## config.mk

```make
export PLATFORM = sky130hd
export DESIGN_NAME = lsclk_failover
export DESIGN_NICKNAME = d
export VERILOG_FILES = /design/src/rtl/lsclk_pkg.sv /design/src/rtl/lsclk_edge_mon.sv /design/src/rtl/lsclk_src_fsm.sv /design/src/rtl/lsclk_csr.sv /design/src/rtl/lsclk_failover.sv
export SDC_FILE = /design/constraint.sdc
export NUM_CORES = 1
export LEC_CHECK = 0
export BUFFER_PORTS_ARGS = -buffer_cell sky130_fd_sc_hd__buf_2
export CORE_MARGIN = 5
export CORE_UTILIZATION = 36
export DETAILED_ROUTE_END_ITERATION = 7
export PLACE_DENSITY = 0.75
export SLEW_MARGIN = 20
export SYNTH_ARGS = -nofsm -noshare
export SYNTH_HDL_FRONTEND = slang
export SYNTH_SLANG_ARGS = --single-unit
```

## constraint.sdc

```tcl
create_clock -name clk -period 1.35 [get_ports clk]
set_clock_uncertainty 0.15 [all_clocks]
set_input_delay 0.27 -clock clk [delete_from_list [all_inputs] [get_ports clk]]
set_output_delay 0.27 -clock clk [all_outputs]
set_load 0.05 [all_outputs]
```

## src/rtl/lsclk_pkg.sv

```systemverilog
package lsclk_pkg;
    localparam int REG_W  = 32;
    localparam int ADDR_W = 2;
    localparam int CTRL_W = 3;

    localparam logic [ADDR_W-1:0] ADDR_STATUS = 2'd0;
    localparam logic [ADDR_W-1:0] ADDR_CTRL   = 2'd1;

    typedef enum logic [1:0] {
        SRC_EXT    = 2'd0,
        SRC_INT    = 2'd1,
        BRK_TO_EXT = 2'd2,
        BRK_TO_INT = 2'd3
    } src_state_e;

    typedef struct packed {
        logic ref_switched;
        logic int_gate_emul;
        logic sw_disable;
    } ctrl_t;

    function automatic logic want_external(input logic pwr, input logic dis,
                                           input logic det, input logic on_ext);
        if (!pwr) return on_ext;
        if (dis)  return 1'b1;
        return det;
    endfunction

    function automatic logic [REG_W-1:0] pack_ctrl(input ctrl_t c);
        return {{(REG_W-CTRL_W){1'b0}}, c};
    endfunction
endpackage

```

## src/rtl/lsclk_edge_mon.sv

```systemverilog
module lsclk_edge_mon #(
    parameter int SYNC_STAGES = 2,
    parameter int GAP_LIMIT   = 8,
    parameter int GOOD_EDGES  = 4
) (
    input  logic clk,
    input  logic rst,
    input  logic ext_in,
    output logic detect
);
    localparam int GAP_W  = $clog2(GAP_LIMIT + 1);
    localparam int GOOD_W = $clog2(GOOD_EDGES + 1);
    localparam logic [GAP_W-1:0]  GAP_MAX  = GAP_W'(GAP_LIMIT);
    localparam logic [GAP_W-1:0]  GAP_LAST = GAP_W'(GAP_LIMIT - 1);
    localparam logic [GOOD_W-1:0] GOOD_MAX = GOOD_W'(GOOD_EDGES);

    logic [SYNC_STAGES:0] sh;
    logic                 rise;
    logic [GAP_W-1:0]     gap_cnt;
    logic [GOOD_W-1:0]    good_cnt;
    logic [GOOD_W-1:0]    good_nxt;

    always_ff @(posedge clk) begin
        if (rst) sh <= '0;
        else     sh <= {sh[SYNC_STAGES-1:0], ext_in};
    end

    assign rise = sh[SYNC_STAGES-1] & ~sh[SYNC_STAGES];

    always_comb begin
        if (gap_cnt == GAP_MAX)       good_nxt = GOOD_W'(1);
        else if (good_cnt == GOOD_MAX) good_nxt = good_cnt;
        else                           good_nxt = good_cnt + GOOD_W'(1);
    end

    always_ff @(posedge clk) begin
        if (rst) begin
            gap_cnt  <= '0;
            good_cnt <= '0;
            detect   <= 1'b0;
        end else if (rise) begin
            gap_cnt  <= '0;
            good_cnt <= good_nxt;
            if (good_nxt == GOOD_MAX) detect <= 1'b1;
        end else if (gap_cnt != GAP_MAX) begin
            gap_cnt <= gap_cnt + GAP_W'(1);
            if (gap_cnt == GAP_LAST) begin
                detect   <= 1'b0;
                good_cnt <= '0;
            end
        end
    end

    // a set flag implies the silence window has not expired
    assert_gap_ok_R3: assert property (@(posedge clk) disable iff (rst)
        detect |-> (gap_cnt < GAP_MAX));

    // the flag only rises on a qualified edge
    assert_rise_on_edge_R2: assert property (@(posedge clk) disable iff (rst)
        $rose(detect) |-> $past(rise));
endmodule

```

## src/rtl/lsclk_src_fsm.sv

```systemverilog
module lsclk_src_fsm
    import lsclk_pkg::*;
(
    input  logic clk,
    input  logic rst,
    input  logic main_pwr_ok,
    input  logic sw_disable,
    input  logic detect,
    output logic ext_sel_n,
    output logic int_sel_n,
    output logic clk_out_en,
    output logic on_ext
);
    src_state_e state;
    logic       want;

    assign want = want_external(main_pwr_ok, sw_disable, detect, state == SRC_EXT);

    always_ff @(posedge clk) begin
        if (rst) state <= SRC_INT;
        else begin
            case (state)
                SRC_EXT:    if (!want) state <= BRK_TO_INT;
                SRC_INT:    if (want)  state <= BRK_TO_EXT;
                BRK_TO_EXT: state <= SRC_EXT;
                default:    state <= SRC_INT;
            endcase
        end
    end

    assign ext_sel_n  = (state != SRC_EXT);
    assign int_sel_n  = (state != SRC_INT);
    assign clk_out_en = ~ext_sel_n | ~int_sel_n;
    assign on_ext     = (state == SRC_EXT);

    // external only engages after a cycle with internal released
    assert_brk_ext_R10: assert property (@(posedge clk) disable iff (rst)
        $fell(ext_sel_n) |-> $past(int_sel_n));

    // internal only engages after a cycle with external released
    assert_brk_int_R10: assert property (@(posedge clk) disable iff (rst)
        $fell(int_sel_n) |-> $past(ext_sel_n));

    // a settled selection is frozen while main power is off
    assert_pwr_hold_R7: assert property (@(posedge clk) disable iff (rst)
        (!main_pwr_ok && (state == SRC_EXT || state == SRC_INT)) |=> $stable(state));
endmodule

```

## src/rtl/lsclk_csr.sv

```systemverilog
module lsclk_csr
    import lsclk_pkg::*;
(
    input  logic              clk,
    input  logic              rst,
    input  logic [ADDR_W-1:0] bus_addr,
    input  logic              bus_wr,
    input  logic [REG_W-1:0]  bus_wdata,
    output logic [REG_W-1:0]  bus_rdata,
    input  logic              detect,
    output ctrl_t             ctrl
);
    always_ff @(posedge clk) begin
        if (rst) ctrl <= '0;
        else if (bus_wr && bus_addr == ADDR_CTRL) ctrl <= ctrl_t'(bus_wdata[CTRL_W-1:0]);
    end

    always_comb begin
        case (bus_addr)
            ADDR_STATUS: bus_rdata = {{(REG_W-1){1'b0}}, detect};
            ADDR_CTRL:   bus_rdata = pack_ctrl(ctrl);
            default:     bus_rdata = '0;
        endcase
    end

    // reserved bits never read as 1
    assert_rsvd_zero_R11: assert property (@(posedge clk) disable iff (rst)
        bus_rdata[REG_W-1:CTRL_W] == '0);
endmodule

```

## src/rtl/lsclk_failover.sv

```systemverilog
module lsclk_failover
    import lsclk_pkg::*;
#(
    parameter int SYNC_STAGES = 2,
    parameter int GAP_LIMIT   = 8,
    parameter int GOOD_EDGES  = 4
) (
    input  logic              clk,
    input  logic              rst,
    input  logic              ext_clk_in,
    input  logic              main_pwr_ok,
    input  logic [ADDR_W-1:0] bus_addr,
    input  logic              bus_wr,
    input  logic [REG_W-1:0]  bus_wdata,
    output logic [REG_W-1:0]  bus_rdata,
    output logic              ext_sel_n,
    output logic              int_sel_n,
    output logic              clk_out_en,
    output logic              int_osc_en,
    output logic              ref_on_ext
);
    logic  detect;
    logic  on_ext;
    ctrl_t ctrl;

    lsclk_edge_mon #(
        .SYNC_STAGES(SYNC_STAGES),
        .GAP_LIMIT  (GAP_LIMIT),
        .GOOD_EDGES (GOOD_EDGES)
    ) mon_i (
        .clk    (clk),
        .rst    (rst),
        .ext_in (ext_clk_in),
        .detect (detect)
    );

    lsclk_csr csr_i (
        .clk       (clk),
        .rst       (rst),
        .bus_addr  (bus_addr),
        .bus_wr    (bus_wr),
        .bus_wdata (bus_wdata),
        .bus_rdata (bus_rdata),
        .detect    (detect),
        .ctrl      (ctrl)
    );

    lsclk_src_fsm fsm_i (
        .clk         (clk),
        .rst         (rst),
        .main_pwr_ok (main_pwr_ok),
        .sw_disable  (ctrl.sw_disable),
        .detect      (detect),
        .ext_sel_n   (ext_sel_n),
        .int_sel_n   (int_sel_n),
        .clk_out_en  (clk_out_en),
        .on_ext      (on_ext)
    );

    assign int_osc_en = main_pwr_ok | ~ctrl.int_gate_emul;
    assign ref_on_ext = ~ctrl.ref_switched | on_ext;

    // oscillator gated whenever power is off under emulation
    assert_osc_gate_R8: assert property (@(posedge clk) disable iff (rst)
        (!main_pwr_ok && ctrl.int_gate_emul) |-> !int_osc_en);
endmodule

```

=== Yosys cells after proc, flatten, opt, wreduce, memory -nomap -nowiden ===
Cells that the tools add are included.

* Input bits: 39
* Output and inout port bits: 37
* Flip-flop bits (word level): 16
* Logic and storage cells: 60

* Equal/unequal tests: 12
* Muxes and demuxes: 19
* Bitwise logic cells: 9
* Add/sub/neg operators: 2
* Reduce and logical (&&, ||, !) cells: 10

{| class="wikitable"
|+ Operators by type and width
! cell !! count
|-
| 3-bit two-way mux || 5
|-
| 1-bit two-way mux || 10
|-
| 3-bit == test, second input constant || 2
|-
| 2-bit one-hot mux with 3 select lines || 1
|-
| 3-bit one-hot mux with 2 select lines || 1
|-
| 2-bit nonzero test || 3
|-
| 1-bit NOT || 5
|-
| 4-bit by 1-bit adder with 4-bit output, second input constant || 1
|-
| 2-bit by 1-bit == test with 1-bit output, second input constant || 2
|-
| 4-bit by 3-bit == test with 1-bit output, second input constant || 1
|-
| 4-bit == test, second input constant || 1
|-
| 2-bit logical NOT || 2
|-
| 2-bit two-way mux || 2
|-
| 2-bit by 1-bit inequality test with 1-bit output, second input constant || 2
|-
| 2-bit inequality test, second input constant || 2
|-
| 4-bit inequality test, second input constant || 1
|-
| 2-bit AND reduction || 2
|-
| 3-bit by 1-bit adder with 3-bit output, second input constant || 1
|-
| 1-bit OR || 3
|-
| 3-bit AND reduction || 1
|-
| 2-bit == test, second input constant || 1
|-
| 2-bit OR reduction || 1
|-
| 1-bit AND || 1
|-
| 1-bit logical AND || 1
|}

=== Logic depth before layout (Yosys ltp) ===
Gate-level depths: netlist of the first run.

* Depth in word-level cells: 7
* Mapped depth: 5
* Gate-level depth less buffers: 5

=== Hierarchy ===
A second synthesis of the first run with hierarchy kept.

* Cells, all modules: 125
* Area total of the unflattened synthesis: 1122.3 µm²

{| class="wikitable"
|+ By module, submodules not included
! module !! seq. area each (µm²) !! area each (µm²) !! instances !! cells an instance
|-
| lsclk_edge_mon || 220.2 || 533.0 || 1 || 54
|-
| lsclk_csr || 60.1 || 402.9 || 1 || 48
|-
| lsclk_src_fsm || 40.0 || 173.9 || 1 || 21
|-
| lsclk_failover || 0.0 || 12.5 || 1 || 2
|}

=== Worst setup path before layout of the first run ===
No wires, ideal clock.

* Path kind: register -> output
* From: register fsm_i.state[0]
* To: output port ref_on_ext
* Cell stages (with the launch flop): 5
* Data required time: 0.930 ns
* Slack: -0.380 ns
* Arrival: 1.310 ns
* Buffers on the path: 0
* Cell sequence: dfxtp_1 > inv_1 > ha_1 > inv_1 > nand2_1

* Word-level cells in the longest chain between the ends: 2

{| class="wikitable"
|+ RTL lines
! what !! RTL line !! RTL
|-
| start: declaration || lsclk_src_fsm.sv:14 || <nowiki>src_state_e state;</nowiki>
|-
| start signal: assignment || lsclk_src_fsm.sv:20 || <nowiki>if (rst) state <= SRC_INT;</nowiki>
|-
| start signal: assignment || lsclk_src_fsm.sv:23 || <nowiki>SRC_EXT: if (!want) state <= BRK_TO_INT;</nowiki>
|-
| start signal: assignment || lsclk_src_fsm.sv:24 || <nowiki>SRC_INT: if (want) state <= BRK_TO_EXT;</nowiki>
|-
| 2-bit logical NOT || lsclk_src_fsm.sv:34 || <nowiki>assign on_ext = (state == SRC_EXT);</nowiki>
|-
| 1-bit OR || lsclk_failover.sv:61 || <nowiki>assign ref_on_ext = ~ctrl.ref_switched | on_ext;</nowiki>
|-
| end: declaration || lsclk_failover.sv:20 || <nowiki>output logic ref_on_ext</nowiki>
|}

No other way between the ends.

=== Worst setup path after layout of the first run ===
* From: register fsm_i.state[1]
* To: output port clk_out_en

* Word-level cells in the longest chain between the ends: 3
* Elaborated cells between the ends (all ways): 5
* Classes of those cells: eq/ne: 1; bitwise: 3; reduce/logical: 1

{| class="wikitable"
|+ RTL lines
! what !! RTL line !! RTL
|-
| 2-bit by 1-bit inequality test with 1-bit output / 2-bit nonzero test (equally long branches) || lsclk_src_fsm.sv:32, lsclk_src_fsm.sv:31 ||
|-
| 1-bit NOT || lsclk_src_fsm.sv:33 || <nowiki>assign clk_out_en = ~ext_sel_n | ~int_sel_n;</nowiki>
|-
| 1-bit OR * || lsclk_src_fsm.sv:33 ||
|-
| end: declaration || lsclk_failover.sv:18 || <nowiki>output logic clk_out_en,</nowiki>
|}

Every way passes the cells marked *; elsewhere a longest branch is shown, timed or not.

==> impl_results.md, run 1 <==
* Outcome: complete, but fails checks
* Failing checks: setup timing
* FMAX at 603 MHz
* Final design area excluding fillers at 0.00141 sq mm
* Grt total ovfl at 0
* Synth top area cells: sky130_fd_sc_hd__dfxtp_1 (30%), sky130_fd_sc_hd__buf_4 (20%), sky130_fd_sc_hd__ha_1 (7.0%)
* PnR worst setup slack at -0.309 ns
* Minimum clock period after layout at 1.66 ns
* Dpl cell area at 0.00116 sq mm
* Net Sw Frac at 43.6%
* All-layer global routing usage at 10.6%
* Power per standard cell area at 1510 mW/mm^2
* Number of maximum-capacitance violations at 0
* Most common library cell in the layout ignoring fill and taps: sky130_fd_sc_hd__conb_1
* Flip-flop cell with the highest count after synthesis: sky130_fd_sc_hd__dfxtp_1
* Final Setup Violations at 10
* Post-Syn Instances at 121
* Average footprint of a synthesized cell at 8.81 sq um
* Cell area after synthesis at 0.00107 sq mm
* Routed length on met3 at 157 microns
* Period Utilization, post-route at 123%
* Vias in the first global route at 820
* Worst-Skew Late Latency at 0.29 ns
* Total of fill cells in the finished design at 263
* Clock transition at the registers of the reported paths at 0.09 ns
* Root Buffer: sky130_fd_sc_hd__clkbuf_4
* Launching element type of the critical path: flop
* Share of flip-flops with an asynchronous set or reset at 0%
* Number of enable flip-flop cells after synthesis at 0
* Pwr Total at 2.12 mW
* Arrival time at the worst endpoint at 1.24 ns
* Die width at 64.4 microns
* Highest routing layer actually used: met4
* Detail-routed net length per standard cell at 12.3 microns
* Rows at 19
* Yosys Warn Count at 0
* Min-delay src: ext_clk_in
* Total vias in the final route at 832
* Proportion of layout cells with a drive suffix above 1 at 45.5%
* Setup slack of the most critical reg-to-reg path at -0.20 ns
* Number of antenna violations at the first check in global routing at 0
* Library cells used by synthesis at 33
* Leakage power of the design at 0.668 nW
* Final RePlAce weighted congestion at 0.828
* RSZ-0062 raised after global routing: true
* Relative area change from synthesis to final layout at 31.8%
* Clock tree from TritonCTS: yes
* Reg power frac at 26.2%
* Diodes inserted at 0
* Number of storage elements in the synthesis netlist at 16
* Last element of the critical path: clk_out_en
* Switching component of the power at 927 uW
* Die outline height at 64.4 microns
* Detailed placer's ending HPWL at 1690 microns
* Classification of the worst setup path: reg2out
* Net count reported at finish at 200
* Tightest Hold Check Type: in2reg
* Critical Path Sink Type: primary output
* Post-route DRC violation count at 0
* Number of DRC markers in iteration 0 at 20
* Reg2reg end: fsm_i.state[0]$_SDFFE_PP1P_
* Starting density of the core at 38.0%
* Final Slew Violations at 0
* Detailed route wirelength on metal2 at 1230 microns
* Buffer depth of the longest clock path at 2
* Gate power share at 58.9%
* Cell internal power dissipation at 1.20 mW
* TritonCTS Sinks at 16
* Area of the core at 0.00281 sq mm
* Post-synthesis sequential area ratio at 30.0%
* Num CTS Buffers at 3
* Maximum number of pins on one net before global-route repair at 18
* Area share of the largest cell type after synthesis at 30.0%
* Top library cells by usage in the layout, fill and taps aside: sky130_fd_sc_hd__conb_1 (29), sky130_fd_sc_hd__buf_4 (12), sky130_fd_sc_hd__buf_2 (9)
* Wire length of the first global-routing pass at 3580 microns
* Clock group share of total power at 14.8%
* Max Fanout on Critical Path at 3
* Reg2Reg Depth at 5
* I/O pin count at 76
* Highest ir drop seen on vdd at 0.000595 V
* Start of the worst register-to-register path: fsm_i.state[1]$_SDFFE_PP0P_
* First-pass DRT Iterations at 4
* Drt total wl at 2270 microns
* Leading area contributor after synthesis: sky130_fd_sc_hd__dfxtp_1
* Worst setup slack after placement at -0.174 ns
* Antenna-violating nets left at 0
* Final hold violations at 0
* H-tree lvl count at 1
* Sum of routed wire segments on met1 at 865 microns
* Vias per inst at 4.50
* Overall die area at 0.00415 sq mm
* Port Buffer Count at 17
* Required time of the worst setup path at 0.93 ns
* Count of hold buffers inserted by post-cts repair at 0
* Launch point of the critical path: fsm_i.state[1]$_SDFFE_PP0P_
-- worst max-delay path, cell delays in order, from the launching register on --
cell	delay [ns]
sky130_fd_sc_hd__dfxtp_2	0.34
sky130_fd_sc_hd__inv_2	0.04
sky130_fd_sc_hd__buf_6	0.11
sky130_fd_sc_hd__ha_4	0.17
sky130_fd_sc_hd__nor2_4	0.11
sky130_fd_sc_hd__inv_2	0.04
sky130_fd_sc_hd__buf_8	0.14
-- flip-flops by register name, summed over array words and instances, names as in the netlist --
name / cells
fsm_i.state: 2
csr_i.ctrl: 3
mon_i.good_cnt: 3
mon_i.sh: 3
mon_i.detect: 1
mon_i.gap_cnt: 4
-- power groups by stage --
stage               Clock, mW  Sequential [mW]  Combinational, mW
global route            0.352            0.561               1.32
global placement            0            0.559              0.937
CTS                     0.326            0.560               1.23
finish                  0.315            0.557               1.25
floorplan                   0            0.556              0.806
detailed placement          0            0.565              0.962
-- cell type report --
class	instances	area [sq um]	area share (%)
Multi-Input combinational cell	93	684	48.7
Sequential cell	16	338	24.0
Timing Repair Buffer	32	270	19.2
Tap cell	31	38.8	2.76
Inverter	9	37.5	2.67
Clock buffer	4	36.3	2.58
-- worst min-delay path by stage --
stage	to	slack (ns)	cells after the start
final	mon_i.sh[0]$_SDFF_PP0_	0.05	2
after global placement	mon_i.sh[1]$_SDFF_PP0_	0.28	1
after CTS	mon_i.sh[0]$_SDFF_PP0_	0.04	2
after floorplan	mon_i.sh[0]$_SDFF_PP0_	0.19	1
after detailed placement	mon_i.sh[1]$_SDFF_PP0_	0.29	1
after global routing	mon_i.sh[0]$_SDFF_PP0_	0.07	2
-- routing by layer --
layer	up-vias	global-route usage, %
li1	412	-
met1	387	11.1
met2	31	20.2
met3	2	3.11
met4	0	3.17
met5	-	0
-- cells in the mapped netlist (all sizes together), types with 2 or more instances --
cell type / n
buf: 30
nand2: 3
nand3: 2
inv: 9
nand3b: 5
mux2i: 6
nand2b: 4
nor2: 10
and3b: 2
a21oi: 3
dfxtp: 16
xnor2: 2
o32ai: 2
nor2b: 5
ha: 6
o21ai: 2
-- kinds of logic after synthesis --
group                      Yosys count  synth area share [%]
xor gates and xnor gates             3                  2.47
buffers and inverters               40                  24.4
AOI/OAI and AO/OA                   15                  10.4
other                                1                 0.352
muxes                                6                  5.63
DFF                                 16                  30.0
and+or+nand+nor                     34                  19.6
adders and majority gates            6                  7.04
-- per-stage QoR --
step	setup TNS (ns)	instances	util, %	hold WS, ns
global placement	-0.429	174	41.4	0.279
floorplan	-0.281	149	-	0.192
finish	-1.61	185	50.1	0.0477
global route	-2.28	185	50.1	0.0655
detailed placement	-0.751	174	41.4	0.289
CTS	-1.67	182	48.0	0.0428
-- timing repair --
action                                 in CTS  in global routing
buffers inserted                            4                  3
resized for setup                          41                  9
endpoints found under the hold margin       0                  0
pin swaps                                   5                  3
setup endpoints to repair                  15                 15
Power figures use the tool's default switching activity.
==> inputs of run 2 (changes only) <==
--- a/config.mk
+++ b/config.mk
@@ -6,7 +6,6 @@
 export NUM_CORES = 1
 export LEC_CHECK = 0
 export BUFFER_PORTS_ARGS = -buffer_cell sky130_fd_sc_hd__buf_2
-export CORE_MARGIN = 5
 export CORE_UTILIZATION = 36
 export DETAILED_ROUTE_END_ITERATION = 7
 export PLACE_DENSITY = 0.75
==> run 2 against run 1 <==
- the run still ends with setup timing left
- clock-buffer cell count unchanged
- setup slack better by 0.0010 ns
- hold slack worse by 0.00080 ns
- total power up 1.3%
- largest cell class unchanged
==> impl_results.md, run 2 (synthesized netlist as in run 1, its figures left out) <==
* Max Fanout on Critical Path at 3
* Highest ir drop seen on vdd at 0.00150 V
* Most common library cell in the layout ignoring fill and taps: sky130_fd_sc_hd__conb_1
* Worst-Skew Late Latency at 0.29 ns
* Period Utilization, post-route at 123%
* Port Buffer Count at 17
* Highest routing layer actually used: met4
* Net Sw Frac at 43.3%
* I/O pin count at 76
* Final Setup Violations at 10
* Final RePlAce weighted congestion at 0.749
* Routed length on met3 at 100 microns
* Classification of the worst setup path: reg2out
* Critical Path Sink Type: primary output
* Leakage power of the design at 0.673 nW
* Switching component of the power at 933 uW
* Buffer depth of the longest clock path at 2
* Rows at 19
* Maximum number of pins on one net before global-route repair at 18
* Detail-routed net length per standard cell at 10.5 microns
* Net count reported at finish at 200
* Final Slew Violations at 0
* Number of DRC markers in iteration 0 at 17
* RSZ-0062 raised after global routing: true
* Overall die area at 0.00318 sq mm
* Number of maximum-capacitance violations at 0
* Reg power frac at 25.8%
* PnR worst setup slack at -0.308 ns
* Power per standard cell area at 1490 mW/mm^2
* Cell count after placement at 175
* Area of the core at 0.00278 sq mm
* Clock transition at the registers of the reported paths at 0.09 ns
* FMAX at 603 MHz
* Failing checks: setup timing
* Drt total wl at 1950 microns
* Vias per inst at 4.55
* Launching element type of the critical path: flop
* Final hold violations at 0
* Relative area change from synthesis to final layout at 35.3%
* Die outline height at 56.4 microns
* Vias in the first global route at 817
* Num CTS Buffers at 3
* Clock group share of total power at 14.7%
* Arrival time at the worst endpoint at 1.24 ns
* Cell internal power dissipation at 1.22 mW
* Top library cells by usage in the layout, fill and taps aside: sky130_fd_sc_hd__conb_1 (29), sky130_fd_sc_hd__buf_4 (11), sky130_fd_sc_hd__buf_2 (9), sky130_fd_sc_hd__buf_6 (9), sky130_fd_sc_hd__nor2_1 (8)
* Largest register by flop count: mon_i.gap_cnt
* Outcome: complete, but fails checks
* Detailed route wirelength on metal2 at 1090 microns
* Detailed placer's ending HPWL at 1350 microns
* H-tree lvl count at 1
* Number of antenna violations at the first check in global routing at 0
* Post-Layout Cell Count at 185
* Sum of routed wire segments on met1 at 751 microns
* Grt total ovfl at 0
* Wire length of the first global-routing pass at 3350 microns
* Post-route DRC violation count at 0
* Diodes inserted at 0
* Root Buffer: sky130_fd_sc_hd__clkbuf_4
* Gate power share at 59.4%
* Pwr Total at 2.15 mW
* Die width at 56.4 microns
* TritonCTS Sinks at 16
* First-pass DRT Iterations at 2
* All-layer global routing usage at 13.3%
* Antenna-violating nets left at 0
* Tightest Hold Check Type: in2reg
* Clock tree from TritonCTS: yes
* Largest register FFs at 4
* Required time of the worst setup path at 0.93 ns
* Final core occ at 51.9%
* Proportion of layout cells with a drive suffix above 1 at 47.4%
* Count of hold buffers inserted by post-cts repair at 0
* Total vias in the final route at 842
* Minimum clock period after layout at 1.66 ns
* Starting density of the core at 38.3%
==> run 2: final cells by class <==
cell class	instances	area, sq um
repair buffers	32	274
flip-flops and latches	16	340
multi-input cells	93	713
inverters	9	40.0
clock buffers	4	36.3
well taps	31	38.8
fillers	254	1340
==> run 2: final timing paths <==
| kind | startpoint | to | depth (start not counted) | slack (ns) |
|---|---|---|---|---|
| worst max-delay path | fsm_i.state[1]$_SDFFE_PP0P_ | clk_out_en | 6 | -0.31 |
| worst min-delay path | ext_clk_in | mon_i.sh[0]$_SDFF_PP0_ | 2 | 0.05 |
| worst max register to register | fsm_i.state[1]$_SDFFE_PP0P_ | fsm_i.state[0]$_SDFFE_PP1P_ | 8 | -0.20 |
| worst min register to register | mon_i.sh[0]$_SDFF_PP0_ | mon_i.sh[1]$_SDFF_PP0_ | 1 | 0.30 |
==> run 2: power by group through the flow <==
| stage | registers [mW] | clock network, mW | logic (mW) |
|---|---|---|---|
| after detailed placement | 0.563 | 0 | 0.963 |
| after CTS | 0.561 | 0.323 | 1.20 |
| after floorplan | 0.556 | 0 | 0.806 |
| after global routing | 0.562 | 0.355 | 1.37 |
| final | 0.556 | 0.317 | 1.28 |
| after global placement | 0.558 | 0 | 0.935 |
==> run 2: timing repair <==
item,4_1_cts,5_1_grt
pin swaps,6,7
buffers inserted,4,2
resized for setup,40,18
endpoints found under the setup margin,15,14
==> run 2: worst max-delay path, stage by stage (launching register included) <==
cell and delay (ns):
sky130_fd_sc_hd__dfxtp_2 0.33, sky130_fd_sc_hd__inv_2 0.04, sky130_fd_sc_hd__buf_6 0.11, sky130_fd_sc_hd__ha_4 0.17, sky130_fd_sc_hd__nor2_4 0.12, sky130_fd_sc_hd__inv_2 0.05, sky130_fd_sc_hd__buf_8 0.14
==> run 2: layer usage <==
layer,track usage (%),vias up
met2,26.5,31
li1,-,411
met1,13.4,398
met5,0,-
met4,2.09,0
met3,4.38,2
==> run 2: through the flow <==
stage	cell area [sq um]	setup TNS [ns]	worst slack, ns	hold slack [ns]
floorplan	1200	-0.281	-0.114	0.192
global placement	1170	-0.360	-0.102	0.286
detailed placement	1170	-0.602	-0.179	0.282
CTS	1360	-1.71	-0.317	0.0432
global route	1440	-2.51	-0.386	0.0343
finish	1440	-1.70	-0.308	0.0469
